[src/rtl/irq_status_pkg.sv]
package irq_status_pkg;
  localparam int unsigned NUM_SRC_DEF = 6;
  localparam int unsigned DW_DEF      = 8;

  // one-hot vector for a level index
  function automatic logic [NUM_SRC_DEF-1:0] lvl_onehot(input logic [2:0] lvl);
    logic [NUM_SRC_DEF-1:0] v;
    v = '0;
    for (int i = 0; i < NUM_SRC_DEF; i++)
      if (lvl == 3'(i)) v[i] = 1'b1;
    return v;
  endfunction
endpackage

[src/rtl/irq_src_latch.sv]
module irq_src_latch #(
  parameter bit IS_EVENT = 1'b1
) (
  input  logic clk_i,
  input  logic rst_ni,
  input  logic req_i,
  input  logic clr_i,
  output logic pend_o
);
  if (IS_EVENT) begin : g_event
    logic q;
    always_ff @(posedge clk_i or negedge rst_ni) begin
      if (!rst_ni)       q <= 1'b0;
      else if (req_i)    q <= 1'b1;  // new event beats clear
      else if (clr_i)    q <= 1'b0;
    end
    assign pend_o = q;
  end else begin : g_level
    logic unused_clr;
    assign unused_clr = clr_i;
    assign pend_o = req_i;
  end
endmodule

[src/rtl/irq_prio_enc.sv]
module irq_prio_enc #(
  parameter int unsigned NUM_SRC = 6,
  parameter int unsigned LVL_W   = 3
) (
  input  logic [NUM_SRC-1:0] act_i,
  output logic [LVL_W-1:0]   lvl_o,
  output logic               none_o
);
  always_comb begin
    lvl_o  = '0;
    none_o = 1'b1;
    for (int i = NUM_SRC - 1; i >= 0; i--) begin
      if (act_i[i]) begin
        lvl_o  = LVL_W'(i);
        none_o = 1'b0;
      end
    end
  end
endmodule

[src/rtl/irq_rd_ctrl.sv]
module irq_rd_ctrl #(
  parameter int unsigned NUM_SRC = 6,
  parameter int unsigned LVL_W   = 3
) (
  input  logic               clk_i,
  input  logic               rst_ni,
  input  logic               rd_i,
  input  logic [LVL_W-1:0]   lvl_i,
  input  logic               none_i,
  output logic               rd_q_o,
  output logic [LVL_W-1:0]   cap_lvl_o,
  output logic               cap_none_o,
  output logic [NUM_SRC-1:0] clr_o
);
  logic             rd_q;
  logic [LVL_W-1:0] cap_lvl;
  logic             cap_none;

  always_ff @(posedge clk_i or negedge rst_ni) begin
    if (!rst_ni) begin
      rd_q     <= 1'b0;
      cap_lvl  <= '0;
      cap_none <= 1'b1;
    end else begin
      rd_q <= rd_i;
      if (rd_i && !rd_q) begin
        cap_lvl  <= lvl_i;
        cap_none <= none_i;
      end
    end
  end

  always_comb begin
    clr_o = '0;
    if (rd_q && !rd_i && !cap_none)
      for (int i = 0; i < NUM_SRC; i++)
        if (cap_lvl == LVL_W'(i)) clr_o[i] = 1'b1;
  end

  assign rd_q_o     = rd_q;
  assign cap_lvl_o  = cap_lvl;
  assign cap_none_o = cap_none;
endmodule

[src/rtl/irq_status_reg.sv]
module irq_status_reg #(
  parameter int unsigned     NUM_SRC    = irq_status_pkg::NUM_SRC_DEF,
  parameter int unsigned     DW         = irq_status_pkg::DW_DEF,
  parameter logic [NUM_SRC-1:0] EVENT_MASK = 6'b111011
) (
  input  logic               clk_i,
  input  logic               rst_ni,
  input  logic [NUM_SRC-1:0] src_i,
  input  logic [NUM_SRC-1:0] en_i,
  input  logic               rd_i,
  output logic [DW-1:0]      rd_data_o,
  output logic               irq_o
);
  localparam int unsigned LVL_W = $clog2(NUM_SRC);
  localparam int unsigned PAD_W = DW - LVL_W - 1;

  logic [NUM_SRC-1:0] pend, act, clr;
  logic [LVL_W-1:0]   lvl, cap_lvl;
  logic               none, cap_none, rd_q;

  for (genvar g = 0; g < NUM_SRC; g++) begin : g_src
    irq_src_latch #(.IS_EVENT(EVENT_MASK[g])) i_latch (
      .clk_i  (clk_i),
      .rst_ni (rst_ni),
      .req_i  (src_i[g]),
      .clr_i  (clr[g]),
      .pend_o (pend[g])
    );
  end

  assign act = pend & en_i;

  irq_prio_enc #(.NUM_SRC(NUM_SRC), .LVL_W(LVL_W)) i_enc (
    .act_i  (act),
    .lvl_o  (lvl),
    .none_o (none)
  );

  irq_rd_ctrl #(.NUM_SRC(NUM_SRC), .LVL_W(LVL_W)) i_rd (
    .clk_i      (clk_i),
    .rst_ni     (rst_ni),
    .rd_i       (rd_i),
    .lvl_i      (lvl),
    .none_i     (none),
    .rd_q_o     (rd_q),
    .cap_lvl_o  (cap_lvl),
    .cap_none_o (cap_none),
    .clr_o      (clr)
  );

  // frozen code while strobe is held
  assign rd_data_o = rd_q ? {{PAD_W{1'b0}}, cap_lvl, cap_none}
                          : {{PAD_W{1'b0}}, lvl, none};
  assign irq_o     = |act;
endmodule

[config.mk]
export PLATFORM = sky130hd
export DESIGN_NAME = irq_status_reg
export DESIGN_NICKNAME = d
export VERILOG_FILES = /design/src/rtl/irq_status_pkg.sv /design/src/rtl/irq_src_latch.sv /design/src/rtl/irq_prio_enc.sv /design/src/rtl/irq_rd_ctrl.sv /design/src/rtl/irq_status_reg.sv
export SDC_FILE = /design/constraint.sdc
export NUM_CORES = 1
export LEC_CHECK = 0
export BUFFER_PORTS_ARGS = -buffer_cell sky130_fd_sc_hd__buf_4
export CORE_AREA = 2 2 39 41
export DETAILED_ROUTE_END_ITERATION = 7
export DIE_AREA = 0 0 41 43
export HOLD_SLACK_MARGIN = 0.03
export PLACE_DENSITY = 0.83
export RECOVER_POWER = 25
export SYNTH_ARGS = -nofsm -noshare
export SYNTH_HDL_FRONTEND = slang
export SYNTH_SLANG_ARGS = --single-unit
[constraint.sdc]
create_clock -name clk_i -period 1.7 [get_ports clk_i]
set_clock_uncertainty 0.2 [all_clocks]
set_input_delay 0.085 -clock clk_i [delete_from_list [all_inputs] [get_ports clk_i]]
set_output_delay 0.085 -clock clk_i [all_outputs]
set_load 0.005 [all_outputs]
# After elaboration in Yosys (flattened, before gate mapping)
# Cells that the tools add are included.
# word_totals
regBits,10
# op_classes
eq_ne,5
mux,30
bitwise_logic,1
reduce_logical,13
# ops
op,count
1-bit two-way mux,22
3-bit two-way mux,6
2-bit nonzero test,5
6-bit bitwise AND,1
"3-bit by 2-bit equality test with 1-bit output, second input constant",2
"3-bit equality test, second input constant",2
6-bit two-way mux,1
6-bit OR reduction,1
4-bit two-way mux,1
"3-bit by 1-bit equality test with 1-bit output, second input constant",1
1-bit logical AND,3
1-bit zero test,3
3-bit zero test,1

# Logic depth before layout (Yosys ltp)
# Gate-level depths: netlist of the first run.
# logic_depth
ltp_word,8
mapped_depth,4
mapped_depth_nobuf,4

# Hierarchy
# A second synthesis of the first run with hierarchy kept.
# unflattened
hier_cells,66
area_unflattened_um2,649.4
# by_module_without_submodules
mod,n_inst,cells_per_inst,area_each_um2,seq_area_each_um2
irq_rd_ctrl,1,22,254.0,126.4
irq_src_latch (g_src[0].i_latch ...),5,3,36.3,25.0
irq_status_reg,1,18,146.4,0.0
irq_prio_enc,1,10,60.1,0.0
irq_src_latch (g_src[2].i_latch),1,1,7.5,0.0

# Worst setup path before layout of the first run
# Ideal clock, no wire load.
# synth_path
kind,flip-flop to flip-flop
from,register g_src[4].i_latch.g_event.q
to,register i_rd.cap_lvl[0] (netlist: i_rd.cap_lvl_o[0])
t_arrival_ps,1069
slack_ps,306
stages_incl_launch_ff,5
n_path_buf,0
synth_period_minus_slack_ps,1394
path_cell_list,dfrtp_1 > nand2_1 > a32o_1 > a32o_1 > mux2_2
# synth_via
elab_chain_len,6
# synth_rtl
item,line,rtl
from (decl),irq_src_latch.sv:11,logic q;
from (signal assigned),irq_src_latch.sv:13,if (!rst_ni) q <= 1'b0;
from (signal assigned),irq_src_latch.sv:14,else if (req_i) q <= 1'b1;
from (signal assigned),irq_src_latch.sv:15,else if (clr_i) q <= 1'b0;
6-bit bitwise AND,irq_status_reg.sv:31,assign act = pend & en_i;
3-bit two-way mux (5 in a row),irq_prio_enc.sv:13,if (act_i[i]) begin
to (signal assigned),irq_rd_ctrl.sv:27,cap_lvl <= lvl_i;
to (decl),irq_rd_ctrl.sv:16,logic [LVL_W-1:0] cap_lvl;
# Every way passes these cells.
# A chain may end at the register's enable or synchronous reset.

# Final worst setup path of the first run
# layout_path
from,register g_src[4].i_latch.g_event.q
to,output rd_data_o[1]
# layout_via
elab_chain_len,7
# layout_rtl
item,line,rtl
6-bit bitwise AND,irq_status_reg.sv:31,
3-bit two-way mux (5 in a row),irq_prio_enc.sv:13,
4-bit two-way mux,irq_status_reg.sv:52,"assign rd_data_o = rd_q ? {{PAD_W{1'b0}}, cap_lvl, cap_none}"
to (decl),irq_status_reg.sv:11,"output logic [DW-1:0] rd_data_o,"
# Every way passes these cells.

==> impl_results.md, run 1 <==
* Total Power Consumption at 0.6600 mW
* Layout area overhead at 57.34%
* Port-buffer cells at 19
* Buffers and inverters on the worst path at 1
* Highest-count cells in the layout ignoring fill and taps: sky130_fd_sc_hd__buf_4, sky130_fd_sc_hd__nand2_1, sky130_fd_sc_hd__dlygate4sd3_1
* Setup repair after global routing missed its margin: true
* Vias/cell at 5.463
* Antenna violations before repair at 0
* Achievable frequency at 533.6 MHz
* Number of warning messages in the yosys log at 0
* Crit path arrival time at 1.59 ns
* Leakage component of the power at 0.3742 nW
* Total congestion overflow at 0
* Final hold slack at 0.06869 ns
* Endpoint of the worst hold path: i_rd.cap_lvl_o[2]
* Number of stages on the worst hold path at 3
* DRT antenna net count at 0
* Worst reg2reg path endpoint: g_src[3].i_latch.pend_o
* Post-Syn Area per Cell at 9.406 um2
* Wire length of the first global-routing pass at 2373 um
* Number of failing setup endpoints in the final timing report at 2
* Part of the power in the clock network at 34.0%
* Routed wire length per instance at 14.83 um
* Layout fillers at 124
* Count of different cell masters after synthesis at 21
* Fraction of layout cells with a size suffix above 1 at 35.87%
* Commonest non-fill, non-tap cell in the layout: sky130_fd_sc_hd__buf_4
* Sw power at 0.1822 mW
* Cell depth of the worst setup path at 5
* Relative contribution of combinational cells to total power at 23.9%
* Status: complete, but fails checks
* Final critical path time including I/O delays and setup at 1.874 ns
* Placer's final routability congestion estimate at 0.8597
* X dimension of the die at 41 um
* Share of power burned in registers at 42.1%
* Vias post-DR at 590
* Maximum number of pins on one net before global-route repair at 11
* Drt pass-1 iters at 4
* Violations in the final reports: setup timing
* Net count of the finished layout at 108
* Post-synthesis sequential area ratio at 46.10%
* Clock tree from TritonCTS: yes
* Share of total power consumed by net switching at 27.61%
* Via count of the first global-routing pass at 568
* Crit path max-delay family: compound AO/OA/AOI/OAI gates
* Overall track demand over capacity in global routing at 21.20%
* FF-to-FF Start: i_rd.rd_q_o
* Leading post-synthesis cells by cell area: sky130_fd_sc_hd__dfrtp_1, sky130_fd_sc_hd__nand2_1, sky130_fd_sc_hd__a21o_1, sky130_fd_sc_hd__buf_4, sky130_fd_sc_hd__dfstp_2
* Flop and latch count out of synthesis at 10
* Clock insertion delay at the later pin of the skew report at 0.28 ns
* Number of top-level pins at 24
* Placed wire-length estimate at 931.2 um
* Drt first-iter violations at 7
* Setup slack at placement at 0.1577 ns
* Cell breakdown of the critical path: nand2_1 -> a32o_1 -> a32o_1 -> mux2_4 -> buf_6
* Post-route clock period utilization at 110.2%
* Number of levels the H-tree was split into at 1
* Endpoints failing hold at 0
* P_int at 0.4778 mW
* TritonCTS buffer count at 3
* Number of placement rows at 14
* Cell count of the worst reg-to-reg path at 3
* Worst setup SP type: flop
* Cell repeated most along the worst path: sky130_fd_sc_hd__a32o_1
* Floorplan core area at 1384 um2
* Area share of the largest cell type after synthesis at 41.28%
* Flop-to-flop setup slack at 0.04 ns
* Element type at the critical path end: primary output
* Number of antenna repair diodes at 0
* Largest area contributor in the netlist: sky130_fd_sc_hd__dfrtp_1
* Initial Utilization at 39.42%
* Longest individual stage delay on the worst path at 0.38 ns
* Post-synth design cell area at 545.5 um2
* Worst vdd rail ir drop at 0.0004140 V
* Buffer levels on the longest clock path at 2
* Number of slew-limit violations in the final report at 0
* Instance count after placement with tap cells included at 91
* Worst Setup Slack, final at -0.1741 ns
* Die H at 43 um
* Min-delay src: en_i[4]
* Critical Path Slowest Stage Cell: sky130_fd_sc_hd__dfrtp_1
* Area enclosed by the die boundary at 1763 um2
* Max cap viols at 0
* Hold crit path type: input pin to flop
* Final cell count without fillers at 108
* Total wirelength of the detailed-routed design at 1602 um
* Number of clock sinks at 10
* Worst setup path class: flop to primary output
* Crit-path max FO at 3
* Number of remaining DRC errors at 0
* Root Buffer: sky130_fd_sc_hd__clkbuf_4
* Synth Instances at 58
* Worst Path Required at 1.41 ns
* Clock-pin transition on the worst setup and hold timing paths at 0.07 ns
* Power Dens Cells at 769.0 nW/um2
-- registers in the layout (all words and copies together) (netlist names) --
| name | count |
|---|---|
| g_src.i_latch.pend_o | 5 |
| i_rd.cap_lvl_o | 3 |
| i_rd.cap_none_o | 1 |
| i_rd.rd_q_o | 1 |
-- per-layer routing --
layer	track usage, %	up-vias	share of wire, %
met3	5.759	16	6.1
met1	21.62	271	34
li1	-	266	-
met2	35.63	37	54
met5	0	-	0
met4	12.67	0	5.8
-- power by group through the flow --
stage	Combinational (mW)	Sequential, mW	Clock (mW)
finish	0.157	0.278	0.224
global route	0.170	0.281	0.246
CTS	0.149	0.274	0.222
detailed placement	0.114	0.278	0
global placement	0.111	0.277	0
floorplan	0.0682	0.272	0
-- worst min-delay path, stage by stage --
cell and delay, ns:
sky130_fd_sc_hd__buf_4 0.09, sky130_fd_sc_hd__a22oi_1 0.10, sky130_fd_sc_hd__o31ai_1 0.23
-- Yosys cell counts (all sizes together) --
library cell   n
dfstp          1
nor4b          1
and2           1
nand3          3
a21o           5
nand2b         1
and4bb         1
o31ai          2
buf            5
a32o           2
nand4          1
o21ai          4
mux2           2
nor2           1
dfrtp          9
conb           1
a22oi          1
nand2         16
nor2b          1
-- what timing repair did --
item / CTS / global route
hold endpoints to repair: 18 / 0
hold buffers: 11 / 0
gates resized for setup: 2 / 5
buffers inserted: 1 / 1
setup endpoints to repair: 3 / 6
pin swaps: 2 / 2
gates cloned: 0 / 0
-- stage by stage --
step / util (%) / TNS, ns / instance area, um2
2_1_floorplan: - / 0 / 556.8
3_3_place_gp: 49.46 / 0 / 684.4
3_5_place_dp: 49.46 / 0 / 684.4
4_1_cts: 61.12 / -0.2245 / 845.8
5_1_grt: 62.03 / -0.6616 / 858.3
6_report: 62.03 / -0.2960 / 858.3
-- cell type report --
type	count	area, um2	share of cell area, %
clock buffer	4	36.28	4.227
tap	16	20.02	2.332
multi-input combinational	46	286.5	33.38
sequential	10	251.5	29.30
timing repair buffer	32	264.0	30.76
-- how the worst max path moves through the flow --
stage                                 start  slack, ns                end
CTS                 g_src[4].i_latch.pend_o      -0.13       rd_data_o[1]
floorplan           g_src[4].i_latch.pend_o       0.31  i_rd.cap_lvl_o[0]
global route        g_src[5].i_latch.pend_o      -0.27       rd_data_o[0]
detailed placement  g_src[4].i_latch.pend_o       0.16       rd_data_o[1]
finish              g_src[4].i_latch.pend_o      -0.17       rd_data_o[1]
global placement    g_src[4].i_latch.pend_o       0.18       rd_data_o[1]
-- logic make-up (layout without fill, tap and decap cells) --
logic type | after synthesis | after routing | synth area share (%)
AO/OA/AOI/OAI | 14 | 14 | 18.58
buffers and inverters | 5 | 36 | 6.421
flip-flops | 10 | 10 | 46.10
multiplexers | 2 | 2 | 4.128
other | 1 | 4 | 0.6874
AND/OR/NAND/NOR | 26 | 26 | 24.08
(Power assumes the default switching activity.)
==> run 2: changes to the inputs <==
CORE_AREA = not set   (was 2 2 39 41)
CORE_MARGIN = 1   (was not set)
CORE_UTILIZATION = 39   (was not set)
DIE_AREA = not set   (was 0 0 41 43)
clock period = 1.6 ns   (was 1.7 ns; I/O delays follow)
==> run 2 against run 1 <==
The flow finishes with violations (hold timing, setup timing). Via count decreased by 2.5%. Count of clock-buffer cells in the layout unchanged. Sequential power is 5% higher.
==> impl_results.md, run 2 (synthesis gave the netlist of run 1 again) <==
* Status: complete, but fails checks
* Violations in the final reports: hold timing, setup timing
* Wire length of the first global-routing pass at 2463 um
* Cell breakdown of the critical path: nand2_1 -> a32o_1 -> a32o_1 -> mux2_4 -> buf_6
* Total congestion overflow at 0
* Critical Path Slowest Stage Cell: sky130_fd_sc_hd__dfrtp_1
* Port-buffer cells at 19
* Number of antenna repair diodes at 0
* X dimension of the die at 39.40 um
* Number of placement rows at 13
* Instance count after placement with tap cells included at 93
* Fin util at 67.40%
* Share of total power consumed by net switching at 29.11%
* Worst setup SP type: flop
* Buffer levels on the longest clock path at 2
* Post-route clock period utilization at 117.7%
* Endpoints failing hold at 1
* Crit-path max FO at 2
* Worst setup path class: flop to primary output
* Layout area overhead at 60.78%
* Relative contribution of combinational cells to total power at 26.4%
* Share of power burned in registers at 44.2%
* Fraction of layout cells with a size suffix above 1 at 40.63%
* Element type at the critical path end: primary output
* Final cell count without fillers at 111
* Part of the power in the clock network at 29.4%
* Worst Path Required at 1.32 ns
* Clock tree from TritonCTS: yes
* Number of remaining DRC errors at 0
* Max cap viols at 0
* Drt first-iter violations at 11
* Maximum number of pins on one net before global-route repair at 10
* Worst vdd rail ir drop at 0.0006383 V
* Final hold slack at -0.04378 ns
* P_int at 0.4682 mW
* Die H at 39.40 um
* Hold crit path type: input pin to flop
* DRT antenna net count at 0
* Setup repair after global routing missed its margin: true
* Routed wire length per instance at 15.14 um
* Placed wire-length estimate at 933.2 um
* Cell repeated most along the worst path: sky130_fd_sc_hd__a32o_1
* Number of slew-limit violations in the final report at 0
* Number of top-level pins at 24
* Worst Setup Slack, final at -0.2830 ns
* Area enclosed by the die boundary at 1552 um2
* Crit path arrival time at 1.60 ns
* Final critical path time including I/O delays and setup at 1.883 ns
* Number of levels the H-tree was split into at 1
* Post-CTS Hold Fix Bufs at 8
* Max FFs per register at 5
* Leakage component of the power at 0.3893 nW
* Highest-count cells in the layout ignoring fill and taps: sky130_fd_sc_hd__buf_4, sky130_fd_sc_hd__nand2_1, sky130_fd_sc_hd__dfrtp_1
* Clock insertion delay at the later pin of the skew report at 0.27 ns
* Cell count of the worst reg-to-reg path at 5
* Net count of the finished layout at 112
* Antenna violations before repair at 0
* Drt pass-1 iters at 4
* Longest individual stage delay on the worst path at 0.37 ns
* Initial Utilization at 41.92%
* Placer's final routability congestion estimate at 0.8875
* Commonest non-fill, non-tap cell in the layout: sky130_fd_sc_hd__buf_4
* Overall track demand over capacity in global routing at 24.94%
* Total wirelength of the detailed-routed design at 1680 um
* Vias post-DR at 575
* Achievable frequency at 531.1 MHz
* Layout fillers at 94
* Floorplan core area at 1301 um2
* Total Power Consumption at 0.6605 mW
* Vias/cell at 5.180
* Number of failing setup endpoints in the final timing report at 5
* Number of clock sinks at 10
* Power Dens Cells at 753.0 nW/um2
* Via count of the first global-routing pass at 564
* Setup slack at placement at 0.07322 ns
* Number of stages on the worst hold path at 4
* Sw power at 0.1923 mW
* TritonCTS buffer count at 3
* Clock-pin transition on the worst setup and hold timing paths at 0.07 ns
* Root Buffer: sky130_fd_sc_hd__clkbuf_4
## run 2: changes by cell type in the layout (fill, tap and decap cells not counted)
cell,previous run,this run
sky130_fd_sc_hd__a22oi_1,1,0
sky130_fd_sc_hd__clkbuf_1,2,4
sky130_fd_sc_hd__nand2_2,2,1
sky130_fd_sc_hd__a22oi_2,0,1
sky130_fd_sc_hd__nand3_2,0,1
sky130_fd_sc_hd__buf_4,18,23
sky130_fd_sc_hd__clkbuf_8,1,0
sky130_fd_sc_hd__buf_6,1,2
sky130_fd_sc_hd__nand3_1,3,2
sky130_fd_sc_hd__dlygate4sd3_1,11,8
sky130_fd_sc_hd__nand2_1,14,15
## run 2: repair_timing
item	4_1_cts	5_1_grt
resized for setup	9	1
setup endpoints to repair	3	5
setup buffers	4	3
endpoints found under the hold margin	19	1
pin swaps	7	3
## run 2: per-layer routing
layer / track usage [%] / up-vias / share of wire, %
li1: - / 273 / -
met1: 26.92 / 270 / 38
met2: 46.31 / 27 / 56
met3: 1.705 / 5 / 5.1
met4: 14.66 / 0 / 1.6
met5: 0 / - / 0
## run 2: worst paths after layout
kind                                         start           endpoint  slack, ns
max in group asynchronous                   rst_ni        i_rd.rd_q_o       0.23
max                        g_src[4].i_latch.pend_o       rd_data_o[1]      -0.28
max reg2reg                g_src[4].i_latch.pend_o  i_rd.cap_lvl_o[0]      -0.03
min                                        en_i[0]  i_rd.cap_lvl_o[1]      -0.04
min in group asynchronous                   rst_ni    i_rd.cap_none_o       0.12
min reg2reg                        i_rd.cap_none_o    i_rd.cap_none_o       0.32
## run 2: final cells by class
| cell class | count | area [um2] | share of cell area, % |
|---|---|---|---|
| timing repair buffer | 36 | 286.5 | 32.67 |
| clock buffer | 4 | 26.28 | 2.996 |
| tap | 15 | 18.77 | 2.140 |
| sequential | 10 | 251.5 | 28.67 |
| multi-input combinational | 46 | 294.0 | 33.52 |
## run 2: power groups by stage
stage | Sequential [mW] | Combinational, mW | Clock [mW]
after CTS | 0.292 | 0.166 | 0.187
final | 0.292 | 0.174 | 0.194
after global routing | 0.295 | 0.188 | 0.198
after floorplan | 0.289 | 0.0724 | 0
after global placement | 0.294 | 0.125 | 0
after detailed placement | 0.295 | 0.128 | 0
## run 2: worst max-delay path: cells and delay by family (launching register included)
family	cells	cell delay (ns)
buf+inv	1	0.12
flops	1	0.37
mux	1	0.28
compound gates	2	0.49
simple gates	1	0.08
## run 2: metrics by stage
| step | cell area (um2) | setup TNS (ns) |
|---|---|---|
| finish | 877.1 | -0.7958 |
| global route | 877.1 | -0.9728 |
| CTS | 873.3 | -0.4004 |
| detailed placement | 705.7 | 0 |
| global placement | 705.7 | 0 |
| floorplan | 556.8 | 0 |
==> run 3: changes to the inputs <==
CORE_AREA = 2 2 39 41   (was not set)
CORE_MARGIN = not set   (was 1)
CORE_UTILIZATION = not set   (was 39)
DIE_AREA = 0 0 41 43   (was not set)
clock period = 2.2 ns   (was 1.6 ns; I/O delays follow)
==> run 3 against run 2 <==
Final area shrank 8.4%. The flow now finishes without violations. Non-clock buffer count decreased by 8. Clock power fell by 13%. Count of clock-buffer cells in the layout did not move. Via count decreased by 5.7%. Combinational power is 40% lower. Highest routed layer unchanged. Setup slack better by 0.57 ns. Critical path depth increased by 2. Total power decreased by 27%. Utilization is 9.4 points lower.
==> impl_results.md, run 3 (synthesis gave the netlist of run 1 again) <==
* Status: complete, no violations
* Crit path arrival time at 1.61 ns
* Buffer levels on the longest clock path at 2
* Post-Place Cell Area at 684.4 um2
* Worst vdd rail ir drop at 0.0004209 V
* Routed wire length per instance at 14.08 um
* Initial Utilization at 39.42%
* Routing usage on met2 at 34.69%
* Longest individual stage delay on the worst path at 0.52 ns
* Clock insertion delay at the later pin of the skew report at 0.27 ns
* Cell count of the worst reg-to-reg path at 3
* Clock-pin transition on the worst setup and hold timing paths at 0.07 ns
* Number of post-CTS setup repair buffers at 0
* X dimension of the die at 41 um
* Commonest non-fill, non-tap cell in the layout: sky130_fd_sc_hd__buf_4
* Total congestion overflow at 0
* Final critical path time including I/O delays and setup at 1.917 ns
* Global-route layer with the greatest usage: met2
* Vias/cell at 5.212
* Wire length of the first global-routing pass at 2249 um
* Post-CTS Hold Fix Bufs at 9
* Setup_tns at 0 ns
* Worst setup path class: input pin to primary output
* Setup repair after global routing missed its margin: false
* Fraction of layout cells with a size suffix above 1 at 30.68%
* Highest-count cells in the layout ignoring fill and taps: sky130_fd_sc_hd__buf_4, sky130_fd_sc_hd__nand2_1, sky130_fd_sc_hd__dfrtp_1, sky130_fd_sc_hd__dlygate4sd3_1
* Element type at the critical path end: primary output
* Worst setup SP type: input pin
* Final design instance area without fill at 803.3 um2
* Placer's final routability congestion estimate at 0.8597
* Drt pass-1 iters at 4
* Number of remaining DRC errors at 0
* DRT antenna net count at 0
* Max FFs per register at 5
* TritonCTS buffer count at 3
* Leakage component of the power at 0.3489 nW
* Port-buffer cells at 19
* Number of failing setup endpoints in the final timing report at 0
* Maximum number of pins on one net before global-route repair at 11
* Layout area overhead at 47.25%
* Drt first-iter violations at 15
* Layout fillers at 124
* Number of antenna repair diodes at 0
* Root Buffer: sky130_fd_sc_hd__clkbuf_4
* Critical Path Slowest Stage Cell: sky130_fd_sc_hd__dlygate4sd3_1
* Total of cells resized after clock tree synthesis at 0
* Placed wire-length estimate at 931.2 um
* Final hold slack at 0.03991 ns
* Number of stages on the worst hold path at 4
* Cell breakdown of the critical path: dlygate4sd3_1 -> buf_4 -> nand2_1 -> and2_1 -> a32o_1 -> mux2_2 -> buf_4
* Global routing met3 resource utilization at 2.094%
* Register Area at 251.5 um2
* Number of levels the H-tree was split into at 1
* Antenna violations before repair at 0
* Achievable frequency at 521.5 MHz
* Net count of the finished layout at 104
* Via count of the first global-routing pass at 546
* Endpoints failing hold at 0
* Clock tree from TritonCTS: yes
* Hold crit path type: input pin to flop
* Met1 usage at 20.68%
* Number of clock sinks at 10
* Floorplan core area at 1384 um2
* Area enclosed by the die boundary at 1763 um2
* Total wirelength of the detailed-routed design at 1464 um
* Power Dens Cells at 604.1 nW/um2
* Die H at 43 um
* Vias post-DR at 542
* Overall track demand over capacity in global routing at 19.69%
* Cell repeated most along the worst path: sky130_fd_sc_hd__buf_4
* Number of top-level pins at 24
* Worst Path Required at 1.89 ns
* Total area of multi-input combinational cells at 270.3 um2
* Number of placement rows at 14
* Crit-path max FO at 3
* Max cap viols at 0
* Number of slew-limit violations in the final report at 0
* Post-route clock period utilization at 87.15%
## run 3: power breakdown
part	switching [mW]	internal [mW]	total, mW
Clock	0.0690	0.100	0.169
Combinational	0.0454	0.0584	0.104
Sequential	0.0146	0.197	0.212
Total	0.129	0.356	0.485
## run 3: worst max-delay path: cells and delay by family
family,cells,cell delay (ns)
AO/OA/AOI/OAI,1,0.23
AND/OR/NAND/NOR,2,0.24
buffers and inverters,3,0.75
multiplexers,1,0.27
## run 3: stage by stage
step / setup WS [ns] / std cells / power [mW] / util, %
global route: 0.2140 / 104 / 0.5093 / 58.05
floorplan: 0.8038 / 61 / 0.2627 / -
CTS: 0.2854 / 104 / 0.4866 / 58.59
finish: 0.2826 / 104 / 0.4852 / 58.05
global placement: 0.6530 / 91 / 0.2999 / 49.46
detailed placement: 0.6327 / 91 / 0.3030 / 49.46
## run 3: cell type report
| cell class | count | area share [%] |
|---|---|---|
| multi-input cells | 46 | 33.64 |
| flip-flops and latches | 10 | 31.31 |
| well taps | 16 | 2.492 |
| clock buffers | 4 | 4.517 |
| repair buffers | 28 | 28.04 |
## run 3: worst paths after layout
path | startpoint | end | slack, ns
max reg2reg | i_rd.rd_q_o | g_src[3].i_latch.pend_o | 0.64
min in group asynchronous | rst_ni | i_rd.cap_none_o | 0.17
min reg2reg | g_src[0].i_latch.pend_o | g_src[0].i_latch.pend_o | 0.29
min | en_i[1] | i_rd.cap_lvl_o[2] | 0.04
max | en_i[0] | rd_data_o[1] | 0.28
max in group asynchronous | rst_ni | g_src[4].i_latch.pend_o | 0.77
## run 3: per-layer routing
metal  routed length, um  part of all wire, %
met1                 557                   38
met3                  62                  4.2
met4                  22                  1.5
met2                 821                   56
met5                   0                    0
